[src/rtl/pix_pkg.sv]
package pix_pkg;

    localparam int PIX_W      = 8;
    localparam int CHROMA_MID = 128;

    typedef enum logic [1:0] {
        PH_CB = 2'd0,
        PH_Y0 = 2'd1,
        PH_CR = 2'd2,
        PH_Y1 = 2'd3
    } phase_t;

    typedef struct packed {
        logic [PIX_W-1:0] y;
        logic [PIX_W-1:0] cb;
        logic [PIX_W-1:0] cr;
    } pix_t;

endpackage

[src/rtl/pix_demux.sv]
module pix_demux
    import pix_pkg::*;
(
    input  logic             clk,
    input  logic             rst_n,
    input  logic             in_valid,
    input  logic             in_sol,
    input  logic [PIX_W-1:0] in_byte,
    output pix_t             pix_o,
    output logic             pix_vld_o
);

    typedef struct packed {
        phase_t           phase;
        logic [PIX_W-1:0] cb;
        logic [PIX_W-1:0] y0;
        logic [PIX_W-1:0] cr;
        pix_t             pix;
        logic             vld;
    } dmx_st_t;

    dmx_st_t st_d, st_q;
    phase_t  ph_now;

    always_comb begin
        st_d     = st_q;
        st_d.vld = 1'b0;
        ph_now   = in_sol ? PH_CB : st_q.phase;
        if (in_valid) begin
            unique case (ph_now)
                PH_CB: st_d.cb = in_byte;
                PH_Y0: st_d.y0 = in_byte;
                PH_CR: begin
                    st_d.cr     = in_byte;
                    st_d.pix.y  = st_q.y0;
                    st_d.pix.cb = st_q.cb;
                    st_d.pix.cr = in_byte;
                    st_d.vld    = 1'b1;
                end
                PH_Y1: begin
                    st_d.pix.y  = in_byte;
                    st_d.pix.cb = st_q.cb;
                    st_d.pix.cr = st_q.cr;
                    st_d.vld    = 1'b1;
                end
                default: ;
            endcase
            st_d.phase = phase_t'(ph_now + 2'd1);
        end
    end

    always_ff @(posedge clk) begin
        if (!rst_n) begin
            st_q <= '0;
        end else begin
            st_q <= st_d;
        end
    end

    assign pix_o     = st_q.pix;
    assign pix_vld_o = st_q.vld;

    assert_sol_restart_R3: assert property (@(posedge clk) disable iff (!rst_n)
        (in_valid && in_sol) |=> (st_q.phase == PH_Y0 && !st_q.vld));

    assert_idle_hold_R4: assert property (@(posedge clk) disable iff (!rst_n)
        !in_valid |=> ($stable(st_q.phase) && $stable(st_q.cb) && $stable(st_q.y0)
                       && $stable(st_q.cr) && !st_q.vld));

    assert_y0_silent_R2: assert property (@(posedge clk) disable iff (!rst_n)
        (in_valid && !in_sol && st_q.phase == PH_Y0) |=> !st_q.vld);

    assert_y1_emits_R2: assert property (@(posedge clk) disable iff (!rst_n)
        (in_valid && !in_sol && st_q.phase == PH_Y1) |=> (st_q.vld && st_q.pix.y == $past(in_byte)));

endmodule

[src/rtl/rnd_clamp.sv]
module rnd_clamp #(
    parameter int ACC_W  = 23,
    parameter int FRAC_W = 10,
    parameter int OUT_W  = 9
) (
    input  logic signed [ACC_W-1:0] sum_i,
    output logic        [OUT_W-1:0] val_o
);

    localparam logic signed [ACC_W-1:0] HALF = ACC_W'(1) <<< (FRAC_W - 1);
    localparam logic signed [ACC_W-1:0] MAXV = ACC_W'((1 << OUT_W) - 1);

    logic signed [ACC_W-1:0] rnd_s;
    logic signed [ACC_W-1:0] int_s;

    always_comb begin
        rnd_s = sum_i + HALF;
        int_s = rnd_s >>> FRAC_W;
        if (int_s < 0) begin
            val_o = '0;
        end else if (int_s > MAXV) begin
            val_o = MAXV[OUT_W-1:0];
        end else begin
            val_o = int_s[OUT_W-1:0];
        end
    end

endmodule

[src/rtl/rgb_matrix.sv]
module rgb_matrix
    import pix_pkg::*;
#(
    parameter int FRAC_W = 10,
    parameter int COEF_W = 12,
    parameter int OUT_W  = 9,
    parameter int K_RV   = 1404,
    parameter int K_GU   = 345,
    parameter int K_GV   = 715,
    parameter int K_BU   = 1774
) (
    input  logic             clk,
    input  logic             rst_n,
    input  pix_t             pix_i,
    input  logic             pix_vld_i,
    output logic [OUT_W-1:0] rgb_r,
    output logic [OUT_W-1:0] rgb_g,
    output logic [OUT_W-1:0] rgb_b,
    output logic             rgb_vld
);

    localparam int ACC_W = PIX_W + COEF_W + 3;
    localparam int N_CH  = 3;

    localparam logic signed [ACC_W-1:0] C_RV = ACC_W'(K_RV);
    localparam logic signed [ACC_W-1:0] C_GU = ACC_W'(K_GU);
    localparam logic signed [ACC_W-1:0] C_GV = ACC_W'(K_GV);
    localparam logic signed [ACC_W-1:0] C_BU = ACC_W'(K_BU);
    localparam logic signed [ACC_W-1:0] MID  = ACC_W'(CHROMA_MID);

    typedef struct packed {
        logic                      vld;
        logic [ACC_W-1:0]          yf;
        logic [N_CH-1:0][ACC_W-1:0] term;
    } prod_st_t;

    typedef struct packed {
        logic                      vld;
        logic [N_CH-1:0][OUT_W-1:0] ch;
    } out_st_t;

    prod_st_t pr_d, pr_q;
    out_st_t  ou_d, ou_q;

    logic signed [ACC_W-1:0] cbc, crc;
    logic [N_CH-1:0][OUT_W-1:0] ch_val;

    // Stage 1: remove chroma offset and form the constant products
    always_comb begin
        cbc = $signed(ACC_W'(pix_i.cb)) - MID;
        crc = $signed(ACC_W'(pix_i.cr)) - MID;
        pr_d         = pr_q;
        pr_d.vld     = pix_vld_i;
        if (pix_vld_i) begin
            pr_d.yf      = ACC_W'({pix_i.y, {FRAC_W{1'b0}}});
            pr_d.term[0] = C_RV * crc;
            pr_d.term[1] = -((C_GU * cbc) + (C_GV * crc));
            pr_d.term[2] = C_BU * cbc;
        end
    end

    // Stage 2: add luma, round, clamp per channel
    for (genvar c = 0; c < N_CH; c++) begin : g_ch
        logic signed [ACC_W-1:0] sum_c;
        assign sum_c = $signed(pr_q.yf) + $signed(pr_q.term[c]);
        rnd_clamp #(
            .ACC_W (ACC_W),
            .FRAC_W(FRAC_W),
            .OUT_W (OUT_W)
        ) u_rc (
            .sum_i(sum_c),
            .val_o(ch_val[c])
        );
    end

    always_comb begin
        ou_d     = ou_q;
        ou_d.vld = pr_q.vld;
        if (pr_q.vld) begin
            ou_d.ch = ch_val;
        end
    end

    always_ff @(posedge clk) begin
        if (!rst_n) begin
            pr_q <= '0;
            ou_q <= '0;
        end else begin
            pr_q <= pr_d;
            ou_q <= ou_d;
        end
    end

    assign rgb_r   = ou_q.ch[0];
    assign rgb_g   = ou_q.ch[1];
    assign rgb_b   = ou_q.ch[2];
    assign rgb_vld = ou_q.vld;

    assert_latency_R7: assert property (@(posedge clk) disable iff (!rst_n)
        pix_vld_i |=> ##1 rgb_vld);

    assert_no_spurious_R7: assert property (@(posedge clk) disable iff (!rst_n)
        !pix_vld_i |=> ##1 !rgb_vld);

    assert_hold_idle_R7: assert property (@(posedge clk) disable iff (!rst_n)
        !rgb_vld |-> ($stable(rgb_r) && $stable(rgb_g) && $stable(rgb_b)));

    assert_gray_R8: assert property (@(posedge clk) disable iff (!rst_n)
        (pix_vld_i && pix_i.cb == PIX_W'(CHROMA_MID) && pix_i.cr == PIX_W'(CHROMA_MID))
        |=> ##1 (rgb_r == rgb_g && rgb_g == rgb_b));

endmodule

[src/rtl/pix422_rgb.sv]
module pix422_rgb
    import pix_pkg::*;
#(
    parameter int FRAC_W = 10,
    parameter int COEF_W = 12,
    parameter int OUT_W  = 9
) (
    input  logic             clk,
    input  logic             rst_n,
    input  logic             in_valid,
    input  logic             in_sol,
    input  logic [PIX_W-1:0] in_byte,
    output logic             rgb_valid,
    output logic [OUT_W-1:0] rgb_r,
    output logic [OUT_W-1:0] rgb_g,
    output logic [OUT_W-1:0] rgb_b
);

    pix_t pix_w;
    logic pix_vld_w;

    pix_demux u_demux (
        .clk      (clk),
        .rst_n    (rst_n),
        .in_valid (in_valid),
        .in_sol   (in_sol),
        .in_byte  (in_byte),
        .pix_o    (pix_w),
        .pix_vld_o(pix_vld_w)
    );

    rgb_matrix #(
        .FRAC_W(FRAC_W),
        .COEF_W(COEF_W),
        .OUT_W (OUT_W)
    ) u_matrix (
        .clk      (clk),
        .rst_n    (rst_n),
        .pix_i    (pix_w),
        .pix_vld_i(pix_vld_w),
        .rgb_r    (rgb_r),
        .rgb_g    (rgb_g),
        .rgb_b    (rgb_b),
        .rgb_vld  (rgb_valid)
    );

endmodule

[config.mk]
export PLATFORM = sky130hd
export DESIGN_NAME = pix422_rgb
export DESIGN_NICKNAME = d
export VERILOG_FILES = /design/src/rtl/pix_pkg.sv /design/src/rtl/pix_demux.sv /design/src/rtl/rnd_clamp.sv /design/src/rtl/rgb_matrix.sv /design/src/rtl/pix422_rgb.sv
export SDC_FILE = /design/constraint.sdc
export NUM_CORES = 1
export LEC_CHECK = 0
export ABC_AREA = 1
export ABC_CLOCK_PERIOD_IN_PS = 5550
export BUFFER_PORTS_ARGS = -buffer_cell sky130_fd_sc_hd__buf_2
export CORE_UTILIZATION = 25
export CTS_BUF_LIST = sky130_fd_sc_hd__clkbuf_16
export DETAILED_ROUTE_END_ITERATION = 10
export GPL_TIMING_DRIVEN = 0
export PLACE_DENSITY = 0.37
export RECOVER_POWER = 25
export SYNTH_ARGS = -nofsm -noshare
export SYNTH_HDL_FRONTEND = slang
export SYNTH_HIERARCHICAL = 1
export SYNTH_SLANG_ARGS = --single-unit
[constraint.sdc]
create_clock -name clk -period 5.55 [get_ports clk]
set_input_delay 0.555 -clock clk [delete_from_list [all_inputs] [get_ports clk]]
set_output_delay 0.555 -clock clk [all_outputs]
set_load 0.05 [all_outputs]
**Word level (Yosys, flattened, before mapping)**

Index checks and enable logic that the tools add are counted.

- Register bits after elaboration: 154
- Bits of input ports: 12
- Output and inout port bits: 28
- Logic and storage cells: 56

- $add $sub $neg: 11
- Multipliers: 4
- Magnitude comparators: 6
- Equal/unequal tests: 3
- Muxes and demuxes: 8
- Reduce and logical (&&, ||, !) cells: 7

Operators with widths:

| kind | count |
|---|---|
| 19-bit by 23-bit adder with 23-bit output | 3 |
| 23-bit by 11-bit adder with 23-bit output (second input constant) | 3 |
| 9-bit 2-to-1 mux | 6 |
| 25-bit one-hot mux with 2 select lines | 1 |
| 13-bit by 10-bit greater-than comparator with 1-bit output (second input constant) | 3 |
| 13-bit by 1-bit less-than comparator with 1-bit output (second input constant) | 3 |
| 23-bit adder | 1 |
| 10-bit by 23-bit multiplier with 21-bit output (first input constant) | 1 |
| 10-bit by 23-bit multiplier with 23-bit output (first input constant) | 1 |
| 11-bit by 23-bit multiplier with 22-bit output (first input constant) | 1 |
| 11-bit by 23-bit multiplier with 23-bit output (first input constant) | 1 |
| 23-bit negator | 1 |
| 8-bit by 8-bit subtractor with 9-bit output (second input constant) | 2 |
| 2-bit AND reduction | 5 |
| 2-bit == test (second input constant) | 2 |
| 2-bit by 1-bit adder with 2-bit output (second input constant) | 1 |
| 2-bit by 1-bit == test with 1-bit output (second input constant) | 1 |
| 2-bit zero test | 1 |
| 2-bit 2-to-1 mux | 1 |
| 2-bit nonzero test | 1 |

**Logic depth before layout (Yosys ltp)**

- Depth in word-level cells: 5
- Depth in mapped cells: 27
- Mapped depth without buffers: 25

**By module**

Netlist, hierarchy kept.

Modules (own cells, without submodules):

| module | instances | cells an instance | area an instance (µm²) | seq. area each (µm²) |
|---|---|---|---|---|
| rgb_matrix | 1 | 1692 | 12741.0 | 1981.9 |
| pix_demux | 1 | 336 | 2373.5 | 1021.0 |
| rnd_clamp | 3 | 88 | 488.0 | 0.0 |

**Worst setup path after synthesis**

No wires, ideal clock.

- Path kind: flip-flop to flip-flop
- From: reg u_demux.st_q (netlist bit u_demux/pix_o[15])
- To: reg u_matrix/pr_q[34] (netlist name)
- Setup time: 0.115 ns
- Arrival: 5.231 ns
- Data required time: 5.435 ns
- Slack: 0.204 ns
- Cell stages (with the launch flop): 23
- Path buffers: 2
- Clock period less this slack: 5.346 ns
- Cells stage by stage: dfxtp_1 > buf_4 > clkbuf_1 > inv_1 > ha_1 > inv_1 > ha_1 > inv_1 > fa_1 > fa_1 > fa_1 > fa_1 > inv_1 > fa_1 > inv_1 > ha_1 > nand2_2 > inv_1 > a21oi_1 > nand3_1 > xor2_1 > o21ai_0 > inv_1

- Cells in the longest elaborated chain, start to end: 4

Ends and longest elaborated chain:

| what | RTL line | text |
|---|---|---|
| from (decl) | pix_demux.sv:22 | `dmx_st_t st_d, st_q;` |
| from (signal assigned) | pix_demux.sv:56 | `st_q <= st_d;` |
| 8-bit by 8-bit subtractor with 9-bit output | rgb_matrix.sv:50 | `cbc = $signed(ACC_W'(pix_i.cb)) - MID;` |
| 10-bit by 23-bit multiplier with 23-bit output | rgb_matrix.sv:57 | `pr_d.term[1] = -((C_GU * cbc) + (C_GV * crc));` |
| 23-bit adder | rgb_matrix.sv:57 |  |
| 23-bit negator | rgb_matrix.sv:57 |  |
| to (signal assigned) | rgb_matrix.sv:89 | `pr_q <= pr_d;` |
| to (decl) | rgb_matrix.sv:42 | `prod_st_t pr_d, pr_q;` |

No other way between the ends.
A chain may end at the register's enable or synchronous reset.

**Final worst setup path**

- From: reg u_demux.st_q (netlist bit u_demux/pix_o[0])
- To: reg u_matrix/pr_q[33] (netlist name)

- Cells in the longest elaborated chain, start to end: 4

Ends and longest elaborated chain:

| what | RTL line | text |
|---|---|---|
| 8-bit by 8-bit subtractor with 9-bit output | rgb_matrix.sv:51 | `crc = $signed(ACC_W'(pix_i.cr)) - MID;` |
| 11-bit by 23-bit multiplier with 23-bit output | rgb_matrix.sv:57 |  |
| 23-bit adder | rgb_matrix.sv:57 |  |
| 23-bit negator | rgb_matrix.sv:57 |  |

No other way between the ends.

==> impl.org <==
** Run status
- Outcome :: completed

** Timing
- In this run the tightest slew margin relative to its limit is 43.8%.
- Count of endpoints failing setup in the final report :: 0
- Based on the critical path, the design can be clocked at up to 191 MHz.
- The worst path in the final design needs a cycle of 5.25 ns, including I/O delays and setup.
- Across the routed clock network, the largest skew measured is 0.0143 ns.
- Final WS setup :: 0.303 ns
- Total count of hold-check failures in the final report :: 0
- Setup repair after global routing could not meet its margin everywhere.
- Worst-Margin Slew :: 0.843 ns
- The total count of max-transition violations in the final report was 0.
- The worst path uses 94.5% of the clock period.

** Logic synthesis
- Synthesis produced a netlist whose cell count is 2186.
- The mapped netlist covers 15700 sq um.
- Synthesis produced a netlist with a net count of 2557.
- Mean area per synthesized cell :: 7.19 sq um
- For this run, the number of Yosys warnings is 6.

** Critical path
- The worst register-to-register path has a setup slack of 0.30 ns.
- Data required time at the worst endpoint :: 5.93 ns
- Crit-path max FO :: 8
- The worst setup path is launched from a register.
- Crit. End Element :: register
- Reg-to-reg critical path startpoint :: u_demux/pix_o[0]
- Setup Crit Path Kind :: reg -> reg
- In this run the critical register-to-register path is captured at u_matrix/pr_q[33].
- Cells on worst reg2reg path :: 23
- Data arrival time at the worst-slack endpoint :: 5.63 ns

** Floorplan
- Count of standard-cell rows :: 91
- The initial utilization of the core area, before any placement, comes to 25.4%.
- DIE AREA :: 63900 sq um
- The die is 253 um tall.
- Core footprint :: 61900 sq um
- Die Span X :: 253 um
- Pin placement for this block handled 40 I/O pins.

** GRT
- Total global routing overflow :: 0
- Pin count of the biggest net entering global routing :: 17
- The initial antenna violation count was 1.
- Via count of the first global-routing pass :: 13500
- Global routing used 14.9% of the available tracks across all layers.
- First-pass GRT wire length :: 74000 um

** Drt
- In this run the remaining antenna-violating nets after routing total 0.
- After detailed routing, the total wire length is 45400 um.
- Vias :: 13100
- After detailed routing, the number of vias per cell comes to 4.23.
- For this block, the initial DRC count from the detailed router was 612.
- Dividing the detail-routed wire length by the instance count gives 14.6 um.
- After detailed routing, the number of remaining DRC violations is 0.
- The first detailed-routing pass took 5 iterations.

** Power and ir drop
- Power density normalized to cell area :: 303 nW/um^2
- Peak supply drop :: 263 uV
- Sw Share :: 48.1%
- In this run, the clock network consumes 22.7% of the power.
- Sequential cells account for 17.6% of the total power.
- Post-route total power :: 5.40 mW
- Combinational logic burns 59.8% of the power.
- In this run the static leakage power is 9.60 nW.
- Net switching power figure :: 2.59 mW
- Cell internal power was estimated by the tool at 2.80 mW.

** Clock tree
- Root cell of the clock tree :: sky130_fd_sc_hd__clkbuf_16
- TritonCTS created 17 clock buffers.
- The number of hold buffers added after CTS was 0.
- The clock net in this run drives a total of 126 sinks.
- TritonCTS clock tree :: done
- CTS clock-pin slew for the worst setup and hold paths :: 0.07 ns
- Clock latency on the worst-skew pair, taken at its later pin, is 0.44 ns.
- Worst-case clock buffer depth :: 2
- The H-tree was split into 4 levels.

** Place
- Routability-driven placement finished with a final weighted congestion of 0.835.
- Dpl cell area :: 17000 sq um
- DP Wirelength :: 38900 um
- Number of port buffers :: 39
- Post-Place Setup Slack :: -0.783 ns

** Final layout
- Once layout is complete, the utilization of the core stands at 28.8%.
- The post-route netlist has 9.40% of its cells at a drive strength greater than 1.
- Summing all multi-input logic gate instances after layout gives 11200 sq um.
- In the final layout, flip-flops and latches occupy 2520 sq um.
- The repair_antennas step left the layout with diodes totalling 0.
- Area overhead of the layout relative to synthesis :: 13.5%
- Total number of nets in the final design :: 2625
- FILL cells :: 6923
- Total non-filler cell area in the finished layout :: 17800 sq um

** Hold path
- The worst hold path passes through 3 cells.
- The startpoint identified for the worst hold timing path is in_byte[4].
- The path class of the tightest hold or removal check is in -> reg.
- Endpoint of the worst hold path :: u_demux/st_q[29]

** Job
- The tool flagged a number of max-cap violations equal to 0.
==> registers in the layout, indices dropped and copies added (netlist names) <==
name and flops:
u_demux/pix_o 24, u_demux/pix_vld_o 1, u_demux/st_q 26, u_matrix/ou_d 1
u_matrix/pr_q 46, u_matrix/rgb_b 9, u_matrix/rgb_g 9, u_matrix/rgb_r 9
u_matrix/rgb_vld 1
==> area by class of cell <==
| cell class | count | area share, % |
|---|---|---|
| plain buffers | 72 | 2.24 |
| clock buffers | 17 | 2.39 |
| clock inverters | 15 | 1.12 |
| inverters | 479 | 10.2 |
| multi-input cells | 1508 | 62.5 |
| flip-flops and latches | 126 | 14.2 |
| well taps | 837 | 5.87 |
| repair buffers | 50 | 1.51 |
==> stage by stage <==
step / setup TNS, ns / cells / hold slack [ns]
2_1_floorplan: 0 / 2186 / 0.424
3_3_place_gp: -8.79 / 3062 / 0.437
3_5_place_dp: -9.05 / 3062 / 0.445
4_1_cts: 0 / 3097 / 0.395
5_1_grt: -0.0157 / 3104 / 0.437
6_report: 0 / 3104 / 0.423
==> what timing repair did <==
item / in CTS / in global routing
hold endpoints to repair: 0 / 0
setup buffers: 4 / 7
resized for setup: 10 / 30
gates cloned: 0 / 0
setup endpoints to repair: 14 / 14
pin swaps: 0 / 3
==> placed cells by master (no fill, tap or decap), types with 4 or more instances in the layout <==
cell,instances
sky130_fd_sc_hd__inv_1,463
sky130_fd_sc_hd__nand2_1,368
sky130_fd_sc_hd__nor2_1,251
sky130_fd_sc_hd__ha_1,228
sky130_fd_sc_hd__dfxtp_1,125
sky130_fd_sc_hd__fa_1,122
sky130_fd_sc_hd__nand3_1,102
sky130_fd_sc_hd__o21ai_0,95
sky130_fd_sc_hd__a21oi_1,81
sky130_fd_sc_hd__nand4_1,48
sky130_fd_sc_hd__clkbuf_1,45
sky130_fd_sc_hd__xor2_1,40
sky130_fd_sc_hd__buf_2,37
sky130_fd_sc_hd__buf_4,30
sky130_fd_sc_hd__nand2_2,23
sky130_fd_sc_hd__clkbuf_16,17
sky130_fd_sc_hd__xnor2_1,17
sky130_fd_sc_hd__o21ai_1,14
sky130_fd_sc_hd__nor2_2,13
sky130_fd_sc_hd__nor3_1,12
sky130_fd_sc_hd__o21bai_1,10
sky130_fd_sc_hd__nand3_2,9
sky130_fd_sc_hd__inv_2,8
sky130_fd_sc_hd__nor2_4,8
sky130_fd_sc_hd__a21o_1,8
sky130_fd_sc_hd__buf_6,7
sky130_fd_sc_hd__inv_6,6
sky130_fd_sc_hd__xor2_2,6
sky130_fd_sc_hd__ha_4,6
sky130_fd_sc_hd__a21o_2,6
sky130_fd_sc_hd__clkinv_4,4
==> per-layer routing <==
metal  vias to the layer above  global-route usage (%)  routed length [um]
li1                       6875                       -                   -
met1                      6095                    19.9               22400
met2                       137                    25.8               21600
met3                        27                    1.70                 917
met4                         0                    2.51                 483
met5                         -                       0                   0
==> how the worst max path moves through the flow <==
stage	start	endpoint	cells past startpoint
after floorplan	u_demux/pix_o[15]	u_matrix/pr_q[34]	22
after global placement	u_demux/pix_o[15]	u_matrix/pr_q[34]	22
after detailed placement	u_demux/pix_o[15]	u_matrix/pr_q[34]	22
after CTS	u_demux/pix_o[0]	u_matrix/pr_q[34]	21
after global routing	u_demux/pix_o[0]	u_matrix/pr_q[37]	25
final	u_demux/pix_o[0]	u_matrix/pr_q[33]	23
==> worst max-delay path, cell delays in order (launching register included) <==
cell and delay (ns):
sky130_fd_sc_hd__dfxtp_2 0.34, sky130_fd_sc_hd__buf_6 0.17, sky130_fd_sc_hd__clkinvlp_4 0.15, sky130_fd_sc_hd__ha_4 0.28, sky130_fd_sc_hd__inv_2 0.05, sky130_fd_sc_hd__ha_1 0.29, sky130_fd_sc_hd__inv_1 0.07, sky130_fd_sc_hd__fa_1 0.42
sky130_fd_sc_hd__fa_1 0.52, sky130_fd_sc_hd__fa_1 0.45, sky130_fd_sc_hd__fa_1 0.55, sky130_fd_sc_hd__inv_1 0.05, sky130_fd_sc_hd__fa_1 0.52, sky130_fd_sc_hd__inv_1 0.06, sky130_fd_sc_hd__ha_4 0.30, sky130_fd_sc_hd__nand2_1 0.06
sky130_fd_sc_hd__nand2_1 0.13, sky130_fd_sc_hd__inv_1 0.05, sky130_fd_sc_hd__nand2_1 0.08, sky130_fd_sc_hd__inv_1 0.05, sky130_fd_sc_hd__nand2_2 0.09, sky130_fd_sc_hd__xor2_1 0.31, sky130_fd_sc_hd__o21ai_0 0.12, sky130_fd_sc_hd__inv_1 0.06
==> power by group through the flow <==
| stage | Clock [mW] | Sequential [mW] | Combinational, mW |
|---|---|---|---|
| global route | 1.31 | 0.951 | 3.72 |
| detailed placement | 0 | 0.968 | 3.02 |
| CTS | 1.26 | 0.948 | 3.14 |
| finish | 1.22 | 0.948 | 3.22 |
| floorplan | 0 | 0.969 | 2.14 |
| global placement | 0 | 0.968 | 3.04 |
Power figures use the tool's default switching activity.
